[src/rtl/gart_pkg.sv]
package gart_pkg;
    localparam int ADDR_W      = 32;
    localparam int PAGE_W      = 12;
    localparam int PN_W        = ADDR_W - PAGE_W;
    localparam int L2_IDX_W    = 10;
    localparam int DIR_REL_W   = ADDR_W - PAGE_W - L2_IDX_W;
    localparam int DIR_DEPTH   = 64;
    localparam int DIR_AW      = $clog2(DIR_DEPTH);
    localparam int STAT_W      = 3;
    localparam int CFG_AW      = 8;

    localparam logic [CFG_AW-1:0] OFS_CTRL = 8'hB0;
    localparam logic [CFG_AW-1:0] OFS_SIZE = 8'hB4;
    localparam logic [CFG_AW-1:0] OFS_DIR  = 8'hB8;
    localparam logic [CFG_AW-1:0] OFS_STAT = 8'hBC;

    localparam int CTRL_EN_BIT  = 7;
    localparam int DIR_PRES_BIT = 8;

    typedef enum logic [1:0] {
        RSP_OK    = 2'd0,
        RSP_RANGE = 2'd1,
        RSP_DIR   = 2'd2,
        RSP_L2    = 2'd3
    } rsp_code_e;
endpackage

[src/rtl/gart_regs.sv]
module gart_regs
    import gart_pkg::*;
(
    input  logic                clk,
    input  logic                rst_n,
    input  logic                cfg_we,
    input  logic [CFG_AW-1:0]   cfg_addr,
    input  logic [ADDR_W-1:0]   cfg_wdata,
    input  logic [STAT_W-1:0]   set_flags,
    output logic                en,
    output logic                flush,
    output logic [DIR_AW:0]     limit,
    output logic [STAT_W-1:0]   status,
    output logic                dir_we,
    output logic [DIR_AW-1:0]   dir_widx,
    output logic                dir_wpresent,
    output logic [PN_W-1:0]     dir_wbase
);
    localparam logic [DIR_AW:0] FULL_SLOTS = (DIR_AW+1)'(DIR_DEPTH);

    logic [1:0]        size_sel_q;
    logic [STAT_W-1:0] clr;
    logic              wr_ctrl, wr_size, wr_stat;

    assign wr_ctrl = cfg_we && (cfg_addr == OFS_CTRL);
    assign wr_size = cfg_we && (cfg_addr == OFS_SIZE);
    assign wr_stat = cfg_we && (cfg_addr == OFS_STAT);
    assign clr     = wr_stat ? cfg_wdata[STAT_W-1:0] : '0;

    assign flush        = wr_ctrl && !cfg_wdata[CTRL_EN_BIT];
    assign limit        = FULL_SLOTS >> size_sel_q;
    assign dir_we       = cfg_we && (cfg_addr == OFS_DIR);
    assign dir_widx     = cfg_wdata[DIR_AW-1:0];
    assign dir_wpresent = cfg_wdata[DIR_PRES_BIT];
    assign dir_wbase    = cfg_wdata[ADDR_W-1:PAGE_W];

    always_ff @(posedge clk) begin
        if (!rst_n) begin
            en         <= 1'b0;
            size_sel_q <= 2'd0;
            status     <= '0;
        end else begin
            if (wr_ctrl) en <= cfg_wdata[CTRL_EN_BIT];
            if (wr_size) begin
                unique case (cfg_wdata)
                    32'd0:   size_sel_q <= 2'd0;
                    32'd32:  size_sel_q <= 2'd1;
                    32'd48:  size_sel_q <= 2'd2;
                    32'd56:  size_sel_q <= 2'd3;
                    default: size_sel_q <= size_sel_q;
                endcase
            end
            status <= (status & ~clr) | set_flags;
        end
    end


    w1c_clear_chk: assert property (@(posedge clk) disable iff (!rst_n)
        (wr_stat && set_flags == '0) |=> ((status & $past(cfg_wdata[STAT_W-1:0])) == '0));
endmodule

[src/rtl/gart_dir.sv]
module gart_dir
    import gart_pkg::*;
#(
    parameter int DEPTH = DIR_DEPTH,
    parameter int AW    = DIR_AW,
    parameter int BW    = PN_W
)(
    input  logic          clk,
    input  logic          rst_n,
    input  logic          we,
    input  logic [AW-1:0] widx,
    input  logic          wpresent,
    input  logic [BW-1:0] wbase,
    input  logic [AW-1:0] ridx,
    output logic          rpresent,
    output logic [BW-1:0] rbase
);
    logic [DEPTH-1:0] pres_q;
    logic [BW-1:0]    base_q [DEPTH];

    always_ff @(posedge clk) begin
        if (!rst_n)  pres_q       <= '0;
        else if (we) pres_q[widx] <= wpresent;
    end

    always_ff @(posedge clk) begin
        if (we) base_q[widx] <= wbase;
    end

    assign rpresent = pres_q[ridx];
    assign rbase    = base_q[ridx];


    dir_load_chk: assert property (@(posedge clk) disable iff (!rst_n)
        (we && ridx == widx) |=> (rpresent == $past(wpresent)) || $changed(ridx));
endmodule

[src/rtl/gart_tlb.sv]
module gart_tlb #(
    parameter int DEPTH = 4,
    parameter int TW    = 20,
    parameter int DW    = 20
)(
    input  logic          clk,
    input  logic          rst_n,
    input  logic          flush,
    input  logic [TW-1:0] ltag,
    output logic          hit,
    output logic [DW-1:0] hdata,
    input  logic          fill,
    input  logic [TW-1:0] ftag,
    input  logic [DW-1:0] fdata
);
    localparam int PTR_W = (DEPTH > 1) ? $clog2(DEPTH) : 1;

    logic [DEPTH-1:0] valid_q;
    logic [DEPTH-1:0] match;
    logic [TW-1:0]    tag_q  [DEPTH];
    logic [DW-1:0]    data_q [DEPTH];
    logic [PTR_W-1:0] ptr_q;

    for (genvar i = 0; i < DEPTH; i++) begin : g_cmp
        assign match[i] = valid_q[i] && (tag_q[i] == ltag);
    end

    assign hit = |match;

    always_comb begin
        hdata = '0;
        for (int i = 0; i < DEPTH; i++)
            if (match[i]) hdata = hdata | data_q[i];
    end

    always_ff @(posedge clk) begin
        if (!rst_n) begin
            valid_q <= '0;
            ptr_q   <= '0;
        end else if (flush) begin
            valid_q <= '0;
        end else if (fill) begin
            valid_q[ptr_q] <= 1'b1;
            ptr_q <= (ptr_q == PTR_W'(DEPTH-1)) ? '0 : ptr_q + 1'b1;
        end
    end

    always_ff @(posedge clk) begin
        if (fill && !flush) begin
            tag_q[ptr_q]  <= ftag;
            data_q[ptr_q] <= fdata;
        end
    end


    single_match_chk: assert property (@(posedge clk) disable iff (!rst_n)
        $onehot0(match));

    flush_empty_chk: assert property (@(posedge clk) disable iff (!rst_n)
        flush |=> !hit);
endmodule

[src/rtl/gart_walk.sv]
module gart_walk
    import gart_pkg::*;
#(
    parameter logic [ADDR_W-1:0] APER_BASE = 32'hE000_0000
)(
    input  logic                clk,
    input  logic                rst_n,
    input  logic                en,
    input  logic                flush,
    input  logic [DIR_AW:0]     limit,
    input  logic                req_valid,
    output logic                req_ready,
    input  logic [ADDR_W-1:0]   req_addr,
    output logic                rsp_valid,
    output logic [ADDR_W-1:0]   rsp_pa,
    output logic [1:0]          rsp_err,
    output logic                mem_req_valid,
    input  logic                mem_req_ready,
    output logic [ADDR_W-1:0]   mem_req_addr,
    input  logic                mem_rsp_valid,
    input  logic [ADDR_W-1:0]   mem_rsp_data,
    output logic [DIR_AW-1:0]   dir_ridx,
    input  logic                dir_present,
    input  logic [PN_W-1:0]     dir_base,
    output logic [PN_W-1:0]     tlb_tag,
    input  logic                tlb_hit,
    input  logic [PN_W-1:0]     tlb_ppn,
    output logic                tlb_fill,
    output logic [PN_W-1:0]     fill_ppn,
    output logic [STAT_W-1:0]   set_flags
);
    typedef enum logic [2:0] {
        S_IDLE, S_CHECK, S_FETCH, S_WAIT, S_RESP
    } walk_state_e;

    walk_state_e          state_q, state_d;
    logic [ADDR_W-1:0]    addr_q, pa_q, maddr_q;
    rsp_code_e            err_q;
    logic                 stale_q;
    logic [DIR_REL_W-1:0] dir_rel;
    logic                 oor, accept, l2_ok, l2_rsvd_unused;

    assign accept         = (state_q == S_IDLE) && en && req_valid;
    assign dir_rel        = addr_q[ADDR_W-1:ADDR_W-DIR_REL_W] - APER_BASE[ADDR_W-1:ADDR_W-DIR_REL_W];
    assign oor            = dir_rel >= DIR_REL_W'(limit);
    assign dir_ridx       = dir_rel[DIR_AW-1:0];
    assign tlb_tag        = addr_q[ADDR_W-1:PAGE_W];
    assign l2_ok          = mem_rsp_data[0];
    assign l2_rsvd_unused = ^mem_rsp_data[PAGE_W-1:1];

    // state register
    always_ff @(posedge clk) begin
        if (!rst_n) state_q <= S_IDLE;
        else        state_q <= state_d;
    end

    // next state
    always_comb begin
        state_d = state_q;
        unique case (state_q)
            S_IDLE:  if (accept) state_d = S_CHECK;
            S_CHECK: state_d = (oor || tlb_hit || !dir_present) ? S_RESP : S_FETCH;
            S_FETCH: if (mem_req_ready) state_d = S_WAIT;
            S_WAIT:  if (mem_rsp_valid) state_d = S_RESP;
            S_RESP:  state_d = S_IDLE;
            default: state_d = S_IDLE;
        endcase
    end

    // datapath registers
    always_ff @(posedge clk) begin
        if (!rst_n) begin
            addr_q  <= '0;
            pa_q    <= '0;
            maddr_q <= '0;
            err_q   <= RSP_OK;
            stale_q <= 1'b0;
        end else begin
            if (accept) begin
                addr_q  <= req_addr;
                stale_q <= 1'b0;
            end else if (flush) begin
                stale_q <= 1'b1;
            end
            if (state_q == S_CHECK) begin
                maddr_q <= {dir_base, addr_q[PAGE_W+L2_IDX_W-1:PAGE_W], 2'b00};
                if (oor) begin
                    err_q <= RSP_RANGE;
                    pa_q  <= '0;
                end else if (tlb_hit) begin
                    err_q <= RSP_OK;
                    pa_q  <= {tlb_ppn, addr_q[PAGE_W-1:0]};
                end else if (!dir_present) begin
                    err_q <= RSP_DIR;
                    pa_q  <= '0;
                end
            end
            if (state_q == S_WAIT && mem_rsp_valid) begin
                err_q <= l2_ok ? RSP_OK : RSP_L2;
                pa_q  <= l2_ok ? {mem_rsp_data[ADDR_W-1:PAGE_W], addr_q[PAGE_W-1:0]} : '0;
            end
        end
    end

    // outputs
    always_comb begin
        req_ready     = (state_q == S_IDLE) && en;
        rsp_valid     = (state_q == S_RESP);
        rsp_pa        = pa_q;
        rsp_err       = err_q;
        mem_req_valid = (state_q == S_FETCH);
        mem_req_addr  = maddr_q;
        tlb_fill      = (state_q == S_WAIT) && mem_rsp_valid && l2_ok && !stale_q && !flush;
        fill_ppn      = mem_rsp_data[ADDR_W-1:PAGE_W];
        set_flags     = '0;
        set_flags[0]  = (state_q == S_CHECK) && !oor && !tlb_hit && !dir_present;
        set_flags[1]  = (state_q == S_WAIT) && mem_rsp_valid && !l2_ok;
        set_flags[2]  = (state_q == S_CHECK) && oor;
    end


    one_outstanding_chk: assert property (@(posedge clk) disable iff (!rst_n)
        (req_valid && req_ready) |=> !req_ready);

    mem_hold_chk: assert property (@(posedge clk) disable iff (!rst_n)
        (mem_req_valid && !mem_req_ready) |=> (mem_req_valid && $stable(mem_req_addr)));

    range_nofetch_chk: assert property (@(posedge clk) disable iff (!rst_n)
        (rsp_valid && rsp_err == RSP_RANGE) |-> !$past(mem_req_valid));

    err_zero_pa_chk: assert property (@(posedge clk) disable iff (!rst_n)
        (rsp_valid && rsp_err != RSP_OK) |-> (rsp_pa == '0));

    disabled_idle_chk: assert property (@(posedge clk) disable iff (!rst_n)
        !en |-> !req_ready);
endmodule

[src/rtl/gart_xlate.sv]
module gart_xlate
    import gart_pkg::*;
#(
    parameter logic [ADDR_W-1:0] APER_BASE = 32'hE000_0000,
    parameter int                TLB_DEPTH = 4
)(
    input  logic                clk,
    input  logic                rst_n,
    input  logic                cfg_we,
    input  logic [CFG_AW-1:0]   cfg_addr,
    input  logic [ADDR_W-1:0]   cfg_wdata,
    output logic [STAT_W-1:0]   status,
    input  logic                req_valid,
    output logic                req_ready,
    input  logic [ADDR_W-1:0]   req_addr,
    output logic                rsp_valid,
    output logic [ADDR_W-1:0]   rsp_pa,
    output logic [1:0]          rsp_err,
    output logic                mem_req_valid,
    input  logic                mem_req_ready,
    output logic [ADDR_W-1:0]   mem_req_addr,
    input  logic                mem_rsp_valid,
    input  logic [ADDR_W-1:0]   mem_rsp_data
);
    logic                en, flush, dir_we, dir_wpresent, dir_present;
    logic                tlb_hit, tlb_fill;
    logic [DIR_AW:0]     limit;
    logic [DIR_AW-1:0]   dir_widx, dir_ridx;
    logic [PN_W-1:0]     dir_wbase, dir_base, tlb_tag, tlb_ppn, fill_ppn;
    logic [STAT_W-1:0]   set_flags;

    gart_regs u_regs (
        .clk(clk), .rst_n(rst_n), .cfg_we(cfg_we), .cfg_addr(cfg_addr),
        .cfg_wdata(cfg_wdata), .set_flags(set_flags), .en(en), .flush(flush),
        .limit(limit), .status(status), .dir_we(dir_we), .dir_widx(dir_widx),
        .dir_wpresent(dir_wpresent), .dir_wbase(dir_wbase)
    );

    gart_dir u_dir (
        .clk(clk), .rst_n(rst_n), .we(dir_we), .widx(dir_widx),
        .wpresent(dir_wpresent), .wbase(dir_wbase), .ridx(dir_ridx),
        .rpresent(dir_present), .rbase(dir_base)
    );

    gart_tlb #(.DEPTH(TLB_DEPTH), .TW(PN_W), .DW(PN_W)) u_tlb (
        .clk(clk), .rst_n(rst_n), .flush(flush), .ltag(tlb_tag),
        .hit(tlb_hit), .hdata(tlb_ppn), .fill(tlb_fill),
        .ftag(tlb_tag), .fdata(fill_ppn)
    );

    gart_walk #(.APER_BASE(APER_BASE)) u_walk (
        .clk(clk), .rst_n(rst_n), .en(en), .flush(flush), .limit(limit),
        .req_valid(req_valid), .req_ready(req_ready), .req_addr(req_addr),
        .rsp_valid(rsp_valid), .rsp_pa(rsp_pa), .rsp_err(rsp_err),
        .mem_req_valid(mem_req_valid), .mem_req_ready(mem_req_ready),
        .mem_req_addr(mem_req_addr), .mem_rsp_valid(mem_rsp_valid),
        .mem_rsp_data(mem_rsp_data), .dir_ridx(dir_ridx),
        .dir_present(dir_present), .dir_base(dir_base), .tlb_tag(tlb_tag),
        .tlb_hit(tlb_hit), .tlb_ppn(tlb_ppn), .tlb_fill(tlb_fill),
        .fill_ppn(fill_ppn), .set_flags(set_flags)
    );
endmodule

[config.mk]
export PLATFORM = sky130hd
export DESIGN_NAME = gart_xlate
export DESIGN_NICKNAME = d
export VERILOG_FILES = /design/src/rtl/gart_pkg.sv /design/src/rtl/gart_regs.sv /design/src/rtl/gart_dir.sv /design/src/rtl/gart_tlb.sv /design/src/rtl/gart_walk.sv /design/src/rtl/gart_xlate.sv
export SDC_FILE = /design/constraint.sdc
export NUM_CORES = 2
export LEC_CHECK = 0
export ABC_AREA = 1
export CAP_MARGIN = 20
export CELL_PAD_IN_SITES_DETAIL_PLACEMENT = 0
export CELL_PAD_IN_SITES_GLOBAL_PLACEMENT = 1
export CORE_ASPECT_RATIO = 1.75
export CORE_UTILIZATION = 45
export CTS_CLUSTER_SIZE = 12
export DETAILED_ROUTE_END_ITERATION = 6
export PLACE_DENSITY = 0.73
export SYNTH_ARGS = -nofsm -noshare
export SYNTH_HDL_FRONTEND = slang
export SYNTH_HIERARCHICAL = 1
export SYNTH_SLANG_ARGS = --single-unit
[constraint.sdc]
create_clock -name clk -period 3.84 [get_ports clk]
set_input_delay 0.576 -clock clk [delete_from_list [all_inputs] [get_ports clk]]
set_output_delay 0.576 -clock clk [all_outputs]
set_load 0.01 [all_outputs]
# After elaboration in Yosys (flattened, before gate mapping)
# Memory sizes are Yosys's and may differ from the RTL's. A register that Yosys moved wholly into a read port is not among the register bits.
# Cells that the tools add are included.
# Widths: inputs -> output; s select.
[op_classes]
reduce_logical = 44
order_cmp = 6
bitwise_logic = 9
n_eq_ne = 20
n_mux = 35
n_shift = 1
add_sub_neg = 2
[op_table]
columns = ["cell", "n"]
rows = [
  ["$mux 32", 6],
  ["$eq 32x6->1 const B", 3],
  ["$eq 20x20->1", 4],
  ["$mux 20", 4],
  ["$bwmux 64", 1],
  ["$or 20x20->20", 3],
  ["$eq 8x8->1 const B", 4],
  ["$logic_not 32->1", 1],
  ["$logic_and 1x1->1", 23],
  ["$mux 3", 5],
  ["$lt 6x7->1 const B", 2],
  ["$mux 2", 7],
  ["$pmux 3 s4", 1],
  ["$ge 10x7->1", 1],
  ["$sub 10x10->10 const B", 1],
  ["$logic_not 1->1", 8],
  ["$pmux 2 s4", 1],
  ["$mux 1", 7],
  ["$shr 7x2->7 const A", 1],
  ["$bmux 1 s6", 1],
  ["$demux 1 s6", 1],
  ["$eq 3x2->1 const B", 2],
  ["$ge 6x1->1 const B", 1],
  ["$reduce_and 2->1", 3],
  ["other kinds (22)", 26],
]
[totals]
n_memories = 3
in_bits = 110
wordCells = 132
mem_bits_rw = 1440
output_inout_bits = 72
ff_bits = 176
[mem_list]
columns = ["memory", "words", "word_bits", "read_ports", "rd_clocked_by_memory_dff", "write_ports", "line_no", "source"]
rows = [
  ["u_dir.base_q", 64, 20, 1, 1, 1, "gart_dir.sv:19", "logic [BW-1:0] base_q [DEPTH];"],
  ["u_tlb.data_q", 4, 20, 4, 0, 1, "gart_tlb.sv:21", "logic [DW-1:0] data_q [DEPTH];"],
  ["u_tlb.tag_q", 4, 20, 4, 0, 1, "gart_tlb.sv:20", "logic [TW-1:0] tag_q [DEPTH];"],
]

# Logic depth before layout (Yosys ltp)
# An unclocked memory read counts as a cell.
[logic_depth]
depth_word = 14
ltp_mapped = 22
ltp_nobuf = 16

# By module
# The synthesis kept the hierarchy.
[modules_own_cells]
columns = ["mod", "seq_area_each_um2", "area_each_um2", "n_inst", "cells_per_inst"]
rows = [
  ["gart_dir", 39718.1, 54755.0, 1, 4820],
  ["gart_tlb", 4924.7, 7444.6, 1, 773],
  ["gart_walk", 2001.9, 4611.9, 1, 624],
  ["gart_regs", 120.1, 759.5, 1, 125],
]

# Least setup slack after synthesis
# No wires, ideal clock.
[synth_timing]
path_kind = "input to register"
startpoint = "input port cfg_addr[5]"
endpoint = "memory u_tlb.data_q[0][0], enable pin"
setup_time_ps = 437
cell_stages = 9
t_arrival_ps = 3314
setup_slack_ps = 89
n_path_buf = 0
required_ps = 3403
cell_sequence = "nand2_1 nor3_4 and2_1 nand2_1 nor2_1 or2_2 nor2_1 nand2_1 nor2_1"
[synth_via]
elab_chain_cells = 8
[synth_lines]
columns = ["element", "line_no", "source"]
rows = [
  ["from (decl)", "gart_xlate.sv:10", "input logic [CFG_AW-1:0] cfg_addr,"],
  ["$eq 8x8->1", "gart_regs.sv:25", "assign wr_ctrl = cfg_we && (cfg_addr == OFS_CTRL);"],
  ["$logic_and 1x1->1", "gart_regs.sv:25", ""],
  ["$logic_and 1x1->1", "gart_regs.sv:30", "assign flush = wr_ctrl && !cfg_wdata[CTRL_EN_BIT];"],
  ["via flush", "gart_xlate.sv:25", "logic en, flush, dir_we, dir_wpresent, dir_present;"],
  ["$logic_not 1->1", "gart_walk.sv:113", "tlb_fill = (state_q == S_WAIT) && mem_rsp_valid && l2_ok && !stale_q && !flush;"],
  ["$logic_and 1x1->1", "gart_walk.sv:113", ""],
  ["via tlb_fill", "gart_xlate.sv:26", "logic tlb_hit, tlb_fill;"],
  ["$logic_and 1x1->1", "gart_tlb.sv:49", "if (fill && !flush) begin"],
  ["$mux 1", "gart_tlb.sv:49", ""],
  ["$mux 1 (not written as such)", "gart_tlb.sv:51", "data_q[ptr_q] <= fdata;"],
  ["to (decl)", "gart_tlb.sv:21", ""],
]
# The timed path passes the listed nets, and every way through them passes these cells.

# Worst setup path in the final report
[layout_timing]
startpoint = "register u_walk.addr_q[23]"
endpoint = "register u_walk.pa_q[6] (netlist: u_walk/rsp_pa[6])"
[layout_via]
word_cells_on_any_way = 19
cone_classes = "add/sub (1); order compare (1); eq/ne (5); mux (6); reduce/logical (6)"
[layout_rtl]
columns = ["element", "line_no", "source"]
rows = [
  ["from (decl)", "gart_walk.sv:37", "logic [ADDR_W-1:0] addr_q, pa_q, maddr_q;"],
  ["from (signal assigned)", "gart_walk.sv:80", "addr_q <= req_addr;"],
  ["$sub 10x10->10", "gart_walk.sv:44", "assign dir_rel = addr_q[ADDR_W-1:ADDR_W-DIR_REL_W] - APER_BASE[ADDR_W-1:ADDR_W-DIR_REL_W];"],
  ["$bmux 1 s6", "gart_dir.sv:30", "assign rpresent = pres_q[ridx];"],
  ["$mux 1 (not written as such)", "gart_dir.sv:30", ""],
  ["via dir_present", "gart_xlate.sv:25", ""],
  ["$ne 4x4->1 (no line)", "n/a", ""],
  ["$reduce_and 2->1 (no line)", "n/a", ""],
  ["to (signal assigned)", "gart_walk.sv:92", "pa_q <= {tlb_ppn, addr_q[PAGE_W-1:0]};"],
  ["to (signal assigned)", "gart_walk.sv:100", "pa_q <= l2_ok ? {mem_rsp_data[ADDR_W-1:PAGE_W], addr_q[PAGE_W-1:0]} : '0;"],
  ["to (decl)", "gart_walk.sv:37", ""],
]
# The timed path passes the listed nets, and every way through them passes these cells. The select of a mux whose other input is x is not followed.
# A chain may end at the register's enable or synchronous reset.

==> flow_summary.toml <==
[logic_synthesis]
synth_area_mm2 = 0.0676
ys_types = 45
synth-seq-cells = 1616
seq_area_frac_synth = 0.692
ys.flop_type = "edfxtp_1"
synth.avg_cell_area_um2 = 10.7
ys_async_sr_fraction = 0
synth_edf_count = 1440
postSynthCellCount = 6342
yosysWarnings = 6

[setup_path]
crit_required_ps = 4540
cp.arrival_ps = 4000
crit_fanout = 86
worstSetupPathType = "reg -> reg"
crit_path_end_kind = "register"
cp-start-kind = "register"

[detailed_routing]
routed_wl_um = 191000
drtIter0Drc = 3590
ant_nets = 0
detail_route.wl_per_cell_um = 22.4
vias_per_cell = 5.34
drc_errors = 0
drt_first_pass_iters = 6
num_vias = 45500

[sta]
slew_headroom = 0.336
finalCriticalPeriod_ps = 3310
timing.fmax_mhz = 302
skew_ps = 37.4
rsz0062_at_grt = "false"
fin_ws_ps = 532
drv_slew = 0
period_share = 0.862
setup_viol = 0
fin_setup_tns_ps = 0
hold_viol_final = 0
worst_pin_slew_ps = 996

[global_route]
track_usage = 0.251
gr-total-overflow = 0
grt_max_degree = 125
grt_pass1_vias = 44100
grt_pass1_wl_um = 280000
antenna_found_initial = 1

[final_layout]
layout.nets = 6554
fin_util = 0.513
final_common_cell = "nand2_1"
drive_above_1_share = 0.0817
area_growth_pct = 12.9
final_area_mm2 = 0.0763
most-common-layout-cells = "nand2_1, edfxtp_1, nand3_1, nor2_1, inv_1"
layout.cells.non_filler = 8510

[floorplan]
die_w_um = 295
die_y_um = 515
rows = 187
die_area_mm2 = 0.152
initial_utilization = 0.455
io_pins = 182
coreArea_mm2 = 0.149

[clocking]
clk_pin_slew_worst_paths_ps = 60
cts_setup_buffers = 0
clockBufferDepth = 3
insertion_delay_ps = 800
cts.htree.levels = 4
ctsHoldBuffers = 0
clock_sinks = 1616
cts_made_buffers = 155
cts_tree = "yes"
root_buffer = "clkbuf_16"
ctsResizeCount = 0

[place]
dp_cells = 8259
gp_congestion = 0.850
dpl.hpwl_um = 115000
place_ws_ps = 553
placed_area_mm2 = 0.0718
io_buffers = 168

[power_and_ir_drop]
pwr-share-comb = 0.017
power_density_mw_per_mm2 = 442
p_switching_uw = 6860
p_leak_uw = 0.0278
power.share.sequential = 0.566
p_int_uw = 26900
irDropWorstVdd_v = 0.000396
p_clk_frac = 0.417
power.share.switching = 0.203

[outcome]
status = "finished clean"

[hold_path]
hold_class = "in -> reg"

[job]
max_cap_violations = 0
## cell families (layout without fill, tap and decap cells)
group | Yosys count | in the layout | synth area share
AND/OR/NAND/NOR | 3729 | 3729 | 0.234
flip-flops | 1616 | 1616 | 0.692
buffers and inverters | 728 | 907 | 0.0519
AO/OA/AOI/OAI | 247 | 247 | 0.0188
adder cells (fa/ha/maj) | 12 | 12 | 0.00222
XOR/XNOR | 8 | 8 | 0.00104
other | 2 | 7 | 0.000111
## area by class of cell
type / count / area [um2]
antenna: 2 / 5.00
clock buffer: 233 / 4270
clock inverter: 16 / 201
fill: 12900 / 72300
inverter: 292 / 1120
multi-input combinational: 4001 / 17400
sequential: 1616 / 46800
tap: 1984 / 2480
timing repair buffer: 366 / 3970
## registers in the layout, summed over array words and instances (netlist names)
| signal | flops |
|---|---|
| u_walk/mem_req_addr | 30 |
| u_regs/size_sel_q | 2 |
| u_tlb/valid_q | 4 |
| u_tlb/tag_q | 80 |
| u_walk/rsp_pa | 32 |
| u_walk/rsp_err | 2 |
| u_walk/stale_q | 1 |
| u_dir/base_q | 1280 |
| u_dir/pres_q | 64 |
| u_walk/state_q | 3 |
| u_tlb/ptr_q | 2 |
| u_regs/en | 1 |
| u_regs/status | 3 |
| u_tlb/data_q | 80 |
| u_walk/addr_q | 32 |
## per-stage QoR
stage          hold slack, ps  power [uW]
4_1_cts                   121       34000
3_5_place_dp              436       20000
5_1_grt                   142       34600
3_3_place_gp              432       20000
6_report                  169       33700
2_1_floorplan             430       19700
## critical path, cell delays in order, from the launching register on
cell     delay (ps)
dfxtp_4         630
inv_8           310
nand3_1         230
nand3_1          90
nand2_1         110
nand2_1         100
nand3_1         120
nand3_1         130
nand2_1         240
inv_1            80
nor2_1          130
nand4_2         140
nand2_4         100
buf_4           350
nand2_1         120
a21oi_2         150
## cell usage after synthesis, types with 4 or more instances
| cell type | number | area (um2) |
|---|---|---|
| nand2_1 | 2126 | 7980 |
| edfxtp_1 | 1440 | 43200 |
| nand3_1 | 1160 | 5810 |
| nor2_1 | 335 | 1260 |
| inv_1 | 258 | 968 |
| dfxtp_1 | 176 | 3520 |
| buf_2 | 171 | 856 |
| buf_4 | 116 | 871 |
| o21ai_0 | 115 | 576 |
| a21oi_1 | 105 | 526 |
| clkbuf_1 | 101 | 379 |
| nor3_1 | 47 | 235 |
| buf_1 | 31 | 116 |
| inv_2 | 31 | 116 |
| nor2_2 | 18 | 113 |
| buf_6 | 16 | 180 |
| o21ai_1 | 15 | 75.1 |
| nand3_2 | 13 | 130 |
| ha_1 | 12 | 150 |
| xnor2_1 | 8 | 70.1 |
| nor3_2 | 7 | 70.1 |
| a21oi_2 | 4 | 35.0 |
| nand4_1 | 4 | 25.0 |
| o211ai_1 | 4 | 30.0 |
## worst paths after layout
path | from | to | slack (ps) | cells past startpoint
max | u_walk/addr_q[23] | u_walk/rsp_pa[6] | 530 | 15
min | cfg_wdata[16] | u_dir/base_q[47][4] | 170 | 1
max reg2reg | u_walk/addr_q[23] | u_walk/rsp_pa[6] | 530 | 15
min reg2reg | u_walk/mem_req_addr[3] | u_walk/mem_req_addr[3] | 440 | 2
## layer usage
layer	GRT usage	share of wire	vias to the layer above
li1	-	-	21600
met1	0.289	0.37	22100
met2	0.449	0.52	1362
met3	0.0300	0.051	346
met4	0.140	0.059	0
met5	0	0	-
## power groups by stage
stage / Combinational, uW / Clock (uW) / Sequential [uW]
3_5_place_dp: 563 / 0 / 19500
6_report: 566 / 14100 / 19100
5_1_grt: 596 / 14900 / 19100
3_3_place_gp: 553 / 0 / 19500
2_1_floorplan: 257 / 0 / 19500
4_1_cts: 566 / 14300 / 19100
(Power assumes the default switching activity.)
